File: src/rtl/udp_marker.sv
module udp_marker #(
  parameter int CNT_W = 16
) (
  input  logic        clk,
  input  logic        rst_n,
  input  logic [31:0] in_data,
  input  logic        in_en,
  input  logic        in_sof,
  input  logic        in_sop,
  input  logic        in_eof,
  output logic        up_ready,
  output logic [31:0] out_data,
  output logic        out_en,
  output logic        out_sof,
  output logic        out_sop,
  output logic        out_eof,
  output logic        out_sod,
  output logic        out_ck_bad,
  input  logic        app_ready
);
  localparam int BW = CNT_W + 2;

  logic [2:0]       wcnt_q;
  logic [CNT_W-1:0] u_q;
  logic             act_q, is_udp_q;
  logic [15:0]      len_q, ck_q;
  logic [31:0]      acc_q;

  logic [2:0]       idx;
  logic [CNT_W-1:0] u_now;
  logic             region, hdr_w1;
  logic [15:0]      len_now, ck_now;
  logic [BW-1:0]    boff;
  logic [3:0]       keep;
  logic [31:0]      mdata;
  logic [31:0]      add, acc_next;
  logic [16:0]      s1, s2;
  logic             bad_now, sod_now;

  assign up_ready = app_ready;

  assign idx     = in_sof ? 3'd0 : wcnt_q;
  assign region  = in_sop | act_q;
  assign u_now   = in_sop ? '0 : u_q;
  assign hdr_w1  = (u_now == CNT_W'(1));
  assign len_now = hdr_w1 ? in_data[31:16] : len_q;
  assign ck_now  = hdr_w1 ? in_data[15:0]  : ck_q;
  assign boff    = {u_now, 2'b00};

  for (genvar j = 0; j < 4; j++) begin : g_keep
    assign keep[j] = (u_now == '0) || ((boff + BW'(j)) < BW'(len_now));
    assign mdata[31-8*j -: 8] = keep[j] ? in_data[31-8*j -: 8] : 8'h00;
  end

  always_comb begin
    add = 32'd0;
    if (region) begin
      add = 32'(mdata[31:16]) + 32'(mdata[15:0]);
      if (hdr_w1) add = add + 32'(in_data[31:16]) + 32'd17;
    end else if (idx == 3'd3 || idx == 3'd4) begin
      add = 32'(in_data[31:16]) + 32'(in_data[15:0]);
    end
  end

  assign acc_next = (in_sof ? 32'd0 : acc_q) + add;
  assign s1 = 17'(acc_next[15:0]) + 17'(acc_next[31:16]);
  assign s2 = 17'(s1[15:0]) + 17'(s1[16]);

  assign bad_now = in_en & in_eof & region & is_udp_q &
                   (ck_now != 16'h0000) & (s2[15:0] != 16'hFFFF);
  assign sod_now = in_en & in_sop & is_udp_q;

  always_ff @(posedge clk) begin
    if (!rst_n) begin
      wcnt_q   <= 3'd0;
      u_q      <= '0;
      act_q    <= 1'b0;
      is_udp_q <= 1'b0;
      len_q    <= 16'd0;
      ck_q     <= 16'd0;
      acc_q    <= 32'd0;
    end else if (in_en) begin
      wcnt_q <= (idx == 3'd7) ? 3'd7 : idx + 3'd1;
      acc_q  <= acc_next;
      if (in_sof)             is_udp_q <= 1'b0;
      else if (idx == 3'd2)   is_udp_q <= (in_data[23:16] == 8'd17);
      act_q <= region & ~in_eof;
      if (region) begin
        u_q <= u_now + CNT_W'(1);
        if (hdr_w1) begin
          len_q <= in_data[31:16];
          ck_q  <= in_data[15:0];
        end
      end
    end
  end

  always_ff @(posedge clk) begin
    if (!rst_n) begin
      out_data   <= 32'd0;
      out_en     <= 1'b0;
      out_sof    <= 1'b0;
      out_sop    <= 1'b0;
      out_eof    <= 1'b0;
      out_sod    <= 1'b0;
      out_ck_bad <= 1'b0;
    end else begin
      out_data   <= in_data;
      out_en     <= in_en;
      out_sof    <= in_sof;
      out_sop    <= in_sop;
      out_eof    <= in_eof;
      out_sod    <= sod_now;
      out_ck_bad <= bad_now;
    end
  end
endmodule


File: config.mk
export PLATFORM = sky130hd
export DESIGN_NAME = udp_marker
export DESIGN_NICKNAME = d
export VERILOG_FILES = /design/src/rtl/udp_marker.sv
export SDC_FILE = /design/constraint.sdc
export NUM_CORES = 1
export LEC_CHECK = 0
export BUFFER_PORTS_ARGS = -buffer_cell sky130_fd_sc_hd__buf_2
export CELL_PAD_IN_SITES_DETAIL_PLACEMENT = 2
export CELL_PAD_IN_SITES_GLOBAL_PLACEMENT = 2
export CORE_UTILIZATION = 39
export DETAILED_ROUTE_END_ITERATION = 16
export PLACE_DENSITY_LB_ADDON = 0.1
export SLEW_MARGIN = 10
export SYNTH_ARGS = -nofsm -noshare
export SYNTH_HDL_FRONTEND = slang
export SYNTH_SLANG_ARGS = --single-unit
File: constraint.sdc
create_clock -name clk -period 18.8 [get_ports clk]
set_clock_uncertainty 0.1 [all_clocks]
set_input_delay 1.88 -clock clk [delete_from_list [all_inputs] [get_ports clk]]
set_output_delay 1.88 -clock clk [all_outputs]
set_load 0.02 [all_outputs]
==> flow_summary_export.csv <==
group,metric,value,unit
cts,clk_path_buf_depth,2,
detailed_routing,vias_per_cell,5.88,
power_and_ir_drop,power.leakage,4.80,nW
sta,fmax,0.0664,GHz
placement,post-place-ws,3490,ps
cts,clkTransAtPathRegs,60,ps
worst_setup_path,path_class,"input port to register",
cts,clkSinkCount,123,
logic_synthesis,yosys_warnings,0,
worst_setup_path,r2r-end,"out_ck_bad",
logic_synthesis,syn_avg_cell_area,7.79,um2
placement,place_congestion,0.870,
logic_synthesis,synth_common_cells,"nand2_1 (147), dfxtp_1 (123), nor2_1 (122)",
die,start_util,0.400,
sta,tns,0,ps
global_route,antenna_found_initial,1,
global_route,grt_pass1_wl,61100,um
worst_setup_path,reg2reg_from,"u_q[10]",
die,die_h,163,um
logic_synthesis,synthesis.area,10100,um2
cts,htreeDepth,4,
cts,cts_buffers,17,
logic_synthesis,synthArstFlopShare,0,
placement,io_buffers,75,
global_route,grt_max_degree,82,
worst_setup_path,worst_setup_path_start_kind,"input port",
die,core_area,25300,um2
worst_setup_path,crit_arrival,15270,ps
sta,fin_crit_sh,0.801,
cts,cts_setup_buffers,0,
detailed_routing,routed_wl,38500,um
sta,setup_ws,3740,ps
layout,drive_gt1_frac,0.0992,
worst_setup_path,regToRegSetupSlack,5020,ps
global_route,grt_pass1_vias,10831,
logic_synthesis,synth_seq_cells,123,
layout,fin_nets,1524,
cts,cts_root_buf,"clkbuf_16",
die,die-area,26600,um2
run_status,status,"complete, no violations",
detailed_routing,ant_nets,0,
cts,clock_latency,440,ps
cts,post_cts_resized,0,
detailed_routing,vias,10016,
worst_setup_path,cp.required,19010,ps
worst_hold_path,min_path_type,"register to register",
sta,rsz0062_at_grt,"false",
cts,ctsHoldBuffers,0,
global_route,gr-total-overflow,0,
logic_synthesis,synth_edf_count,0,
power_and_ir_drop,ir_drop,0.0000502,V
die,fp-row-count,58,
die,ios,78,
detailed_routing,wl_per_cell,22.6,um
detailed_routing,drc_errors,0,
power_and_ir_drop,p_per_area,91.0,nW/um2
worst_setup_path,crit_path_frequent_cell,"ha_1",
layout,final_cell_area,11400,um2
logic_synthesis,yosys.area.top_type,"dfxtp_1",
logic_synthesis,synth_fp_nets,1467,
global_route,grt_usage,0.300,
worst_hold_path,hold_path_end,"ck_q[14]",
worst_setup_path,worstPathMaxFanout,25,
logic_synthesis,netlist-cell-type-count,72,
worst_setup_path,reg2regPathDepth,55,
sta,setup_viol,0,
die,die_x,163,um
sta,drv_slew,0,
logic_synthesis,synth_cells,1302,
layout,area_growth_syn_to_layout,12.7,%
detailed_routing,dr.pass1.iters,5,
logic_synthesis,synth-main-ff-cell,"dfxtp_1",
worst_hold_path,hp-start,"ck_q[14]",
logic_synthesis,synth-seq-area-share,0.243,
run,maxCapViolations,0,
logic_synthesis,yosysMostFrequentCell,"nand2_1",
logic_synthesis,synth_top_area_share,0.243,
placement,dpl_cell_area,10800,um2
sta,period_needed,15060,ps
logic_synthesis,synth.top_cells.by_area,"dfxtp_1 (24%), ha_1 (15%), nand2_1 (5.4%), a21oi_1 (5.4%), xnor2_1 (4.8%)",
worst_hold_path,worstHoldPathCells,2,
worst_setup_path,cp_slowest_cell,"o41ai_1",
detailed_routing,drt-initial-drc-count,429,
sta,worst_slew_pin_slew,1030,ps
sta,hold_viol_final,0,
cts,cts_tree,"done",
sta,max_slew_margin,0.315,
worst_setup_path,max_stage_delay,790,ps
placement,dpl.hpwl,27700,um
worst_setup_path,end_kind,"register",
[cell families after synthesis]
group,Yosys count,share of synthesized area
XOR/XNOR,83,0.0717
flip-flops,123,0.243
adder cells (fa/ha/maj),126,0.159
buffers and inverters,90,0.0338
AO/OA/AOI/OAI,312,0.200
multiplexers,35,0.0353
AND/OR/NAND/NOR,533,0.257
[power breakdown]
| group | switching, mW | internal, mW |
|---|---|---|
| logic | 0.249 | 0.159 |
| clock network | 0.143 | 0.212 |
| registers | 0.00484 | 0.272 |
[worst max-delay path, delay by kind of cell]
family | cells | cell delay, ps
multiplexers | 1 | 140
XOR/XNOR | 3 | 570
buffers and inverters | 4 | 890
AND/OR/NAND/NOR | 14 | 2830
adder cells (fa/ha/maj) | 9 | 2740
AO/OA/AOI/OAI | 25 | 6200
[final cells by class]
cell class / instances / area (um2)
repair buffers: 84 / 443
diodes: 1 / 2.50
clock inverters: 13 / 168
flip-flops and latches: 123 / 2460
multi-input cells: 1089 / 7340
clock buffers: 18 / 439
inverters: 44 / 165
well taps: 330 / 413
fillers: 2907 / 13900
[registers in the layout, indices dropped and copies added, names as in the netlist, named ones only]
signal,flops
acc_q,32
act_q,1
ck_q,16
is_udp_q,1
len_q,15
out_ck_bad,1
out_data,32
out_en,1
out_eof,1
out_sod,1
out_sof,1
out_sop,1
u_q,16
wcnt_q,3
[per-layer routing]
metal,track usage,vias to the layer above,share of wire
li1,-,4756,-
met1,0.365,5014,0.45
met2,0.531,180,0.49
met3,0.0328,66,0.025
met4,0.126,0,0.036
met5,0,-,0
[worst max-delay path by stage]
stage          slack (ps)          to   start  cells past startpoint
5_1_grt              2790  out_ck_bad  in_sop                     56
3_5_place_dp         3490  out_ck_bad  in_sop                     56
4_1_cts              3810  out_ck_bad  in_sop                     56
6_report             3740  out_ck_bad  in_sop                     56
2_1_floorplan        5890  out_ck_bad  in_sop                     58
3_3_place_gp         4120  out_ck_bad  in_sop                     56
[per-stage QoR]
stage / hold slack, ps / utilization / cells / power (mW)
floorplan: 326 / - / 1302 / 0.571
global placement: 341 / 0.427 / 1670 / 0.667
detailed placement: 353 / 0.427 / 1670 / 0.684
CTS: 362 / 0.451 / 1701 / 1.05
global route: 387 / 0.451 / 1701 / 1.10
finish: 364 / 0.451 / 1702 / 1.04
[layout by cell type (no fill, tap or decap), types with 6 or more instances in the layout]
master / n
nand4_1: 13
o21bai_1: 9
buf_2: 75
inv_1: 43
o31ai_1: 6
clkbuf_16: 17
xor2_1: 28
and2_1: 56
buf_4: 9
o21ai_0: 51
o21a_1: 12
xnor2_1: 55
dfxtp_1: 123
mux2i_1: 32
nor3_1: 32
nor2_1: 121
o211ai_1: 9
nand2_1: 147
a31oi_1: 11
a41oi_1: 6
a21o_1: 21
and3_1: 7
nand3_1: 34
or2_2: 6
nor2b_1: 67
a21oi_1: 109
a211oi_1: 15
nor4_1: 19
ha_1: 121
nand2b_1: 8
o22ai_1: 11
(Power assumes the default switching activity.)
